$ cat config.mk
export PLATFORM = sky130hd
export DESIGN_NAME = bus_guard
export DESIGN_NICKNAME = d
export VERILOG_FILES = /design/src/rtl/bguard_pkg.sv /design/src/rtl/bg_scl_watch.sv /design/src/rtl/bg_cond_det.sv /design/src/rtl/bg_recover.sv /design/src/rtl/bus_guard.sv
export SDC_FILE = /design/constraint.sdc
export NUM_CORES = 1
export LEC_CHECK = 0
export BUFFER_PORTS_ARGS = -buffer_cell sky130_fd_sc_hd__buf_4
export CORE_ASPECT_RATIO = 0.7
export CORE_MARGIN = 2
export CORE_UTILIZATION = 54
export DETAILED_ROUTE_END_ITERATION = 8
export GPL_ROUTABILITY_DRIVEN = 0
export PLACE_DENSITY = 0.9
export SLEW_MARGIN = 20
export SYNTH_ARGS = -nofsm -noshare
export SYNTH_HDL_FRONTEND = slang
export SYNTH_SLANG_ARGS = --single-unit
export TNS_END_PERCENT = 100
$ cat constraint.sdc
create_clock -name clk -period 1.65 [get_ports clk]
set_input_delay 0 -clock clk [delete_from_list [all_inputs] [get_ports clk]]
set_output_delay 0 -clock clk [all_outputs]
set_load 0.02 [all_outputs]
$ cat src/rtl/bguard_pkg.sv
package bguard_pkg;
  localparam logic [7:0] CODE_SCL_STUCK = 8'h78;
  localparam logic [7:0] CODE_BUS_IDLE  = 8'hF8;

  typedef enum logic [2:0] {
    RC_IDLE, RC_CLK_LO, RC_CLK_HI, RC_STP_LO,
    RC_STP_SU, RC_STP_P, RC_STA, RC_HOLD
  } rec_state_t;

  function automatic logic [7:0] status_of(input logic stuck);
    return stuck ? CODE_SCL_STUCK : CODE_BUS_IDLE;
  endfunction

  function automatic logic last_step(input logic [7:0] cnt);
    return cnt == 8'd1;
  endfunction
endpackage

$ cat src/rtl/bg_scl_watch.sv
module bg_scl_watch #(
  parameter int PRESC_DIV = 4
) (
  input  logic       clk,
  input  logic       rst_n,
  input  logic       if_active,
  input  logic       scl_in,
  input  logic [7:0] tmo_value,
  output logic       expire,
  output logic       scl_fall
);
  import bguard_pkg::*;
  localparam int PW = (PRESC_DIV > 1) ? $clog2(PRESC_DIV) : 1;

  logic          scl_q, armed, tick;
  logic [PW-1:0] pre;
  logic [7:0]    cnt;

  assign scl_fall = if_active & scl_q & ~scl_in;
  assign tick     = (pre == PW'(PRESC_DIV - 1));
  assign expire   = armed & if_active & ~scl_in & ~scl_fall & tick & last_step(cnt);

  always_ff @(posedge clk or negedge rst_n) begin
    if (!rst_n) begin
      scl_q <= 1'b1;
      armed <= 1'b0;
      pre   <= '0;
      cnt   <= '0;
    end else begin
      scl_q <= scl_in;
      if (scl_fall) begin
        cnt   <= tmo_value;
        pre   <= '0;
        armed <= (tmo_value != 8'd0);
      end else if (armed) begin
        if (scl_in || !if_active) begin
          armed <= 1'b0;
        end else if (tick) begin
          pre <= '0;
          cnt <= cnt - 8'd1;
          if (last_step(cnt)) armed <= 1'b0;
        end else begin
          pre <= pre + PW'(1);
        end
      end
    end
  end
endmodule

$ cat src/rtl/bg_cond_det.sv
module bg_cond_det (
  input  logic clk,
  input  logic rst_n,
  input  logic scl_in,
  input  logic sda_in,
  output logic start_ev,
  output logic stop_ev
);
  logic scl_q, sda_q;

  always_ff @(posedge clk or negedge rst_n) begin
    if (!rst_n) begin
      scl_q <= 1'b1;
      sda_q <= 1'b1;
    end else begin
      scl_q <= scl_in;
      sda_q <= sda_in;
    end
  end

  assign start_ev = scl_q & scl_in & sda_q & ~sda_in;
  assign stop_ev  = scl_q & scl_in & ~sda_q & sda_in;
endmodule

$ cat src/rtl/bg_recover.sv
module bg_recover #(
  parameter int HALF_CYC   = 4,
  parameter int MAX_PULSES = 9
) (
  input  logic clk,
  input  logic rst_n,
  input  logic req,
  input  logic sda_in,
  output logic scl_oe,
  output logic sda_oe,
  output logic busy,
  output logic done
);
  import bguard_pkg::*;
  localparam int HW  = (HALF_CYC > 1) ? $clog2(HALF_CYC) : 1;
  localparam int PCW = $clog2(MAX_PULSES + 1);

  rec_state_t     st;
  logic [HW-1:0]  ph;
  logic [PCW-1:0] npulse;
  logic           phase_end;

  assign phase_end = (ph == HW'(HALF_CYC - 1));
  assign busy   = (st != RC_IDLE);
  assign scl_oe = (st == RC_CLK_LO) || (st == RC_STP_LO) || (st == RC_HOLD);
  assign sda_oe = (st == RC_STP_LO) || (st == RC_STP_SU) || (st == RC_STA) || (st == RC_HOLD);

  always_ff @(posedge clk or negedge rst_n) begin
    if (!rst_n) begin
      st     <= RC_IDLE;
      ph     <= '0;
      npulse <= '0;
      done   <= 1'b0;
    end else begin
      done <= 1'b0;
      if (st == RC_IDLE) begin
        ph     <= '0;
        npulse <= '0;
        if (req) st <= RC_CLK_LO;
      end else if (!phase_end) begin
        ph <= ph + HW'(1);
      end else begin
        ph <= '0;
        unique case (st)
          RC_CLK_LO: st <= RC_CLK_HI;
          RC_CLK_HI: begin
            npulse <= npulse + PCW'(1);
            if (sda_in || npulse == PCW'(MAX_PULSES - 1)) st <= RC_STP_LO;
            else st <= RC_CLK_LO;
          end
          RC_STP_LO: st <= RC_STP_SU;
          RC_STP_SU: st <= RC_STP_P;
          RC_STP_P:  st <= RC_STA;
          RC_STA:    st <= RC_HOLD;
          RC_HOLD: begin
            st   <= RC_IDLE;
            done <= 1'b1;
          end
          default:   st <= RC_IDLE;
        endcase
      end
    end
  end
endmodule

$ cat src/rtl/bus_guard.sv
module bus_guard #(
  parameter int PRESC_DIV  = 4,
  parameter int HALF_CYC   = 4,
  parameter int MAX_PULSES = 9
) (
  input  logic       clk,
  input  logic       rst_n,
  input  logic       if_active,
  input  logic [7:0] tmo_value,
  input  logic       start_req,
  input  logic       in_frame,
  input  logic       recover_req,
  input  logic       scl_in,
  input  logic       sda_in,
  output logic       scl_oe,
  output logic       sda_oe,
  output logic       scl_stuck,
  output logic [7:0] stat_code,
  output logic       engine_rst,
  output logic       force_start,
  output logic       bus_err,
  output logic       recov_busy,
  output logic       recov_done
);
  import bguard_pkg::*;

  logic expire, scl_fall, start_ev, stop_ev, berr_now, trip_rst;

  bg_scl_watch #(.PRESC_DIV(PRESC_DIV)) u_watch (
    .clk(clk), .rst_n(rst_n), .if_active(if_active), .scl_in(scl_in),
    .tmo_value(tmo_value), .expire(expire), .scl_fall(scl_fall)
  );

  bg_cond_det u_det (
    .clk(clk), .rst_n(rst_n), .scl_in(scl_in), .sda_in(sda_in),
    .start_ev(start_ev), .stop_ev(stop_ev)
  );

  bg_recover #(.HALF_CYC(HALF_CYC), .MAX_PULSES(MAX_PULSES)) u_rec (
    .clk(clk), .rst_n(rst_n), .req(recover_req), .sda_in(sda_in),
    .scl_oe(scl_oe), .sda_oe(sda_oe), .busy(recov_busy), .done(recov_done)
  );

  assign berr_now  = (start_ev | stop_ev) & in_frame & ~recov_busy;
  assign trip_rst  = expire & ~start_req;
  assign stat_code = status_of(scl_stuck);

  always_ff @(posedge clk or negedge rst_n) begin
    if (!rst_n) begin
      scl_stuck   <= 1'b0;
      engine_rst  <= 1'b0;
      force_start <= 1'b0;
      bus_err     <= 1'b0;
    end else begin
      engine_rst  <= trip_rst | berr_now;
      force_start <= expire & start_req;
      bus_err     <= berr_now;
      if (trip_rst)    scl_stuck <= 1'b1;
      else if (scl_in) scl_stuck <= 1'b0;
    end
  end
endmodule

# --- Word-level counts from Yosys, hierarchy flattened ---
# Cells that the tools add are included.
classes:
  add_sub_neg: 4
  eq_ne: 13
  mul: 0
  shift: 0
  n_reduce_logical: 20
  muxes: 29
  n_bitwise: 24
  magnitude_cmp: 0
  n_div: 0
ops:
  columns: ["operator", "n"]
  rows:
  - ["8-bit 2-to-1 mux", 5]
  - ["3-bit one-hot mux with 6 select lines", 1]
  - ["1-bit AND", 16]
  - ["2-bit 2-to-1 mux", 7]
  - ["3-bit == test (second input constant)", 4]
  - ["4-bit 2-to-1 mux", 3]
  - ["1-bit 2-to-1 mux", 10]
  - ["2-bit nonzero test", 5]
  - ["3-bit 2-to-1 mux", 3]
  - ["8-bit by 1-bit == test with 1-bit output (second input constant)", 1]
  - ["8-bit nonzero test", 1]
  - ["8-bit by 1-bit subtractor with 8-bit output (second input constant)", 1]
  - ["1-bit logical OR", 7]
  - ["3-bit by 2-bit == test with 1-bit output (second input constant)", 2]
  - ["1-bit inverter", 6]
  - ["2-bit AND reduction", 3]
  - ["2-bit by 1-bit adder with 2-bit output (second input constant)", 2]
  - ["4-bit by 1-bit adder with 4-bit output (second input constant)", 1]
  - ["2-bit == test (second input constant)", 2]
  - ["4-bit == test (second input constant)", 1]
  - ["3-bit by 1-bit == test with 1-bit output (second input constant)", 1]
  - ["3-bit logical NOT", 1]
  - ["3-bit AND reduction", 1]
  - ["3-bit nonzero test", 1]
  - ["4 further kinds", 5]
word_totals:
  register_bits: 27
  mem_bits_ro: 0
  wordCells: 103
  latch_bits: 0
  n_memories: 0
  out_inout_bits: 16
  input_bits: 16
  ramBits: 0

# --- Depth between registers and ports, before layout ---
depth:
  depth_word: 8
  ltp_mapped: 6
  ltp_nobuf: 6

# --- Hierarchy ---
# A second synthesis with hierarchy kept.
unflattened:
  hier_cells: 167
  area_unflattened_um2: 1592.8
modules_own_cells:
  columns: ["mod", "seq_area_each_um2", "instances", "cells_per_inst", "area_each_um2"]
  rows:
  - ["bg_scl_watch", 301.5, 1, 87, 770.7]
  - ["bg_recover", 250.2, 1, 55, 538.0]
  - ["bus_guard", 100.1, 1, 21, 211.5]
  - ["bg_cond_det", 52.6, 1, 4, 72.6]

# --- Least setup slack after synthesis ---
# OpenSTA, ideal clock, no wires.
synth_path:
  kind: "reg-to-reg"
  startpoint: "reg u_watch.pre[0]"
  endpoint: "reg scl_stuck"
  t_arrival_ns: 1.409
  t_required_ns: 1.573
  path_slack_ns: 0.164
  path_stages_with_launch: 6
  cell_sequence: "dfrtp_1 ha_1 or4b_4 nor4_4 nand2b_1 o21ai_1"
synth_between:
  elab_chain_cells: 5
  elab_cells_between_ends: 6
  classes_between: "eq/ne (1); mux (1); bitwise (3); reduce/logical (1)"
synth_lines:
  columns: ["item", "line_no", "source"]
  rows:
  - ["from (decl)", "bg_scl_watch.sv:16", "logic [PW-1:0] pre;"]
  - ["from (signal assigned)", "bg_scl_watch.sv:43", "pre <= pre + PW'(1);"]
  - ["2-bit == test *", "bg_scl_watch.sv:20", "assign tick = (pre == PW'(PRESC_DIV - 1));"]
  - ["1-bit AND * (2 in a row)", "bg_scl_watch.sv:21", "assign expire = armed & if_active & ~scl_in & ~scl_fall & tick & last_step(cnt);"]
  - ["1-bit AND *", "bus_guard.sv:45", "assign trip_rst = expire & ~start_req;"]
  - ["1-bit 2-to-1 mux or 2-bit nonzero test (tied branches)", null, null]
  - ["to (signal assigned)", "bus_guard.sv:50", "scl_stuck <= 1'b0;"]
  - ["to (signal assigned)", "bus_guard.sv:58", "if (trip_rst) scl_stuck <= 1'b1;"]
  - ["to (signal assigned)", "bus_guard.sv:59", "else if (scl_in) scl_stuck <= 1'b0;"]
  - ["to (decl)", "bus_guard.sv:17", "output logic scl_stuck,"]
# Mark *: on every way between the ends. The rest lies on a longest branch, timed or not.
# A chain may end at the register's enable or synchronous reset.

# --- Final worst setup path ---
layout_path:
  startpoint: "reg u_watch.cnt[1]"
  endpoint: "reg scl_stuck"
layout_between:
  elab_chain_cells: 4
  elab_cells_between_ends: 5
  classes_between: "eq/ne (1); mux (1); bitwise (2); reduce/logical (1)"
layout_lines:
  columns: ["item", "line_no", "source"]
  rows:
  - ["from (decl)", "bg_scl_watch.sv:17", "logic [7:0] cnt;"]
  - ["from (signal assigned)", "bg_scl_watch.sv:32", "cnt <= tmo_value;"]
  - ["from (signal assigned)", "bg_scl_watch.sv:40", "cnt <= cnt - 8'd1;"]
  - ["8-bit by 1-bit == test with 1-bit output *", "bguard_pkg.sv:15", "return cnt == 8'd1;"]
  - ["1-bit AND *", "bg_scl_watch.sv:21", null]
  - ["1-bit AND *", "bus_guard.sv:45", null]
  - ["1-bit 2-to-1 mux or 2-bit nonzero test (tied branches)", null, null]
# Marks and branches as above.

==> impl_metrics.env <==
export IMPL_status="complete, no violations"
export IMPL_hold_start="tmo_value[2]"
export IMPL_critical_path_top_delay_family="simple AND/OR/NAND/NOR gates"
export IMPL_ys_warnings_count=0
export IMPL_power_uw=2290
export IMPL_finalHoldViolations=0
export IMPL_min_path_cells=3
export IMPL_grt_pass1_vias=1312
export IMPL_htree_levels=1
export IMPL_skew_ns=0.00233
export IMPL_comb_power_share=0.388
export IMPL_wl_per_cell_um=15.0
export IMPL_p_sw_frac=0.392
export IMPL_clock_power_share=0.173
export IMPL_io_pins=32
export IMPL_r2r_end="scl_stuck"
export IMPL_max_freq_mhz=636
export IMPL_critical_path_class="reg -> reg"
export IMPL_seq_area_frac_synth=0.447
export IMPL_first_iter_violations=130
export IMPL_antenna_cells=0
export IMPL_avgSynthCellArea_um2=9.43
export IMPL_ant_nets=0
export IMPL_rsz0062_at_grt="no"
export IMPL_die_w_um=67.4
export IMPL_drc=0
export IMPL_cp_arrival_ns=1.78
export IMPL_synthDistinctLibCells=46
export IMPL_drt_wl_total_mm=3.45
export IMPL_clock_latency_ns=0.28
export IMPL_fillerInstances=202
export IMPL_nNetsFinal=217
export IMPL_synthAdderAreaFrac=0.0495
export IMPL_drive_gt1_frac=0.216
export IMPL_dr_pass1_iters=4
export IMPL_setup_viol=0
export IMPL_period_share=0.953
export IMPL_min_period_ns=1.57
export IMPL_ys_async_sr_fraction=1.00
export IMPL_powerDensity_nw_per_um2=1240
export IMPL_maxSlewViolCount=0
export IMPL_p_sw_uw=896
export IMPL_dp_cells=219
export IMPL_cp_required_ns=1.86
export IMPL_crit_chain="inv_2 -> ha_1 -> or3b_4 -> nor4_4 -> nand2b_1 -> o21ai_1"
export IMPL_p_seq_frac=0.439
export IMPL_p_int_uw=1390
export IMPL_drv_cap=0
export IMPL_grt_pass1_wl_mm=5.81
export IMPL_crit_path_max_incr_delay_ns=0.41
export IMPL_cts_root_buf="clkbuf_8"
export IMPL_routed_top_layer="met4"
export IMPL_final_common_cell="buf_4"
export IMPL_worst_path_max_fanout=3
export IMPL_r2r_setup_slack_ns=0.08
export IMPL_netlist_area_um2=1520
export IMPL_die_h_um=48.4
export IMPL_cpMaxStageDelayCell="dfrtp_1"
export IMPL_drt_met1_wl_mm=1.42
export IMPL_synth_simple_area_share=0.226
export IMPL_synth_top_family_by_area="simple AND/OR/NAND/NOR gates"
export IMPL_cts_root_to_sink_buffers=2
export IMPL_synth_edf_count=0
export IMPL_wl_met2_mm=1.81
export IMPL_cts_tree="done"
export IMPL_antenna_found_initial=0
export IMPL_rows=16
export IMPL_synthMuxAreaShare=0
export IMPL_whs_ns=0.0196
export IMPL_synth_cells=161
export IMPL_vias=1314
export IMPL_ir_worst_vdd_v=0.000824
export IMPL_r2r_start="u_watch.cnt[1]"
export IMPL_cts_buffers=3
export IMPL_synthXorXnorAreaFrac=0.0115
export IMPL_clock_sinks=27
export IMPL_power_leakage_uw=0.000809
export IMPL_initial_core_util=0.553
export IMPL_crit_path_start_kind="flop"
export IMPL_post_layout_nonfiller_instances=230
export IMPL_portBuffers=24
export IMPL_core_area_um2=2740
export IMPL_ys_flop_type="dfrtp_1"
export IMPL_setup_worst_path_end_class="flop"
export IMPL_hpwl_mm=2.58
export IMPL_avgViaCountPerCell=5.71
export IMPL_hold_end="u_watch.cnt[2]"
export IMPL_startpoint="u_watch.cnt[1]"
export IMPL_path_buf_inv=1
export IMPL_die_area_um2=3260
export IMPL_grt_total_usage=0.232
export IMPL_setup_tns_ns=0
export IMPL_hp_class="in -> reg"
export IMPL_rr_worst_depth=6
export IMPL_path_clk_slew_ns=0.10
export IMPL_synth_seq_cells=27
export IMPL_wl_met3_um=213
export IMPL_grt_start_max_net_pins=28
export IMPL_grt_overflow_total=0
export IMPL_synth_compound_area_frac=0.185
export IMPL_synthToLayoutAreaGrowth_pct=21.5
export IMPL_layout_common_cells="28 x buf_4, 25 x dfrtp_1, 16 x o21ai_0, 10 x inv_1, 10 x a21oi_1"
## final cells by class
| class | count | area, um^2 | share of cell area |
|---|---|---|---|
| flip-flops and latches | 27 | 678 | 0.368 |
| multi-input cells | 116 | 746 | 0.404 |
| clock inverters | 1 | 8.76 | 0.00475 |
| well taps | 36 | 45.0 | 0.0244 |
| clock buffers | 3 | 41.3 | 0.0224 |
| inverters | 12 | 45.0 | 0.0244 |
| repair buffers | 35 | 280 | 0.152 |
## logic make-up (layout without fill, tap and decap cells)
group           after synthesis  in the layout
flops                        27             27
simple gates                 55             55
other cells                   2              7
buf+inv                      23             51
fa+ha+maj                     6              6
compound gates               46             46
xor+xnor                      2              2
## repair_timing
item	CTS	global route
setup buffers	0	0
setup endpoints to repair	0	4
gates resized for setup	0	3
endpoints found under the hold margin	35	0
hold buffers	7	0
## worst register-to-register path: cells and delay by family (launching register included)
family	cells	cell delay, ns
adders and majority gates	1	0.13
and+or+nand+nor	3	0.81
buffers and inverters	1	0.08
AOI/OAI and AO/OA	1	0.08
DFF	1	0.41
## per-stage QoR
step                cell area, um^2  worst slack, ns   util
floorplan                      1540            0.164      -
global placement               1720           0.0775  0.627
detailed placement             1720           0.0145  0.627
CTS                            1840          0.00223  0.671
global route                   1840          0.00324  0.672
finish                         1840           0.0783  0.672
## how the worst max path moves through the flow
| stage | endpoint | slack [ns] | cells after the start |
|---|---|---|---|
| global route | scl_stuck | 0.003 | 5 |
| CTS | scl_stuck | 0.002 | 5 |
| detailed placement | scl_stuck | 0.01 | 5 |
| global placement | scl_stuck | 0.08 | 5 |
| finish | scl_stuck | 0.08 | 6 |
| floorplan | scl_stuck | 0.16 | 5 |
## registers in the layout, indices dropped and copies added (netlist names)
name	count
u_watch.pre	2
u_rec.npulse	4
bus_err	1
u_rec.st	3
force_start	1
scl_stuck	1
u_watch.cnt	8
u_watch.armed	1
u_det.scl_q	1
u_rec.ph	2
engine_rst	1
u_rec.done	1
u_det.sda_q	1
## Yosys cell counts (2+ instances only)
cell type  count  area (um^2)
and2_1         3         18.8
dfrtp_1       25          626
o211ai_1       3         22.5
nor3_1         8         40.0
o21a_1         2         15.0
nor2_1         9         33.8
nand2_1        7         26.3
nand3_1        6         30.0
nand4_1        2         12.5
or4_1          4         30.0
xnor2_1        2         17.5
inv_1         11         41.3
o21ai_0       16         80.1
o21ai_1        2         10.0
nand2b_1       4         25.0
buf_4          7         52.6
nor2b_1        2         12.5
ha_1           6         75.1
conb_1         2         7.51
dfstp_2        2         52.6
a21oi_1       10         50.1
buf_2          3         15.0
a31oi_1        2         12.5
## routing by layer
layer	up-vias	track usage
li1	626	-
met1	634	0.300
met2	52	0.404
met3	2	0.0581
met4	0	0.0238
met5	-	0
## power groups by stage
stage          Combinational [uW]  Clock, uW  Sequential (uW)
4_1_cts                       874        407              991
5_1_grt                       993        434             1020
3_3_place_gp                  813          0              992
6_report                      886        396             1000
2_1_floorplan                 581          0              973
3_5_place_dp                  851          0             1000
Note: power is estimated with default switching activity, not from simulation.
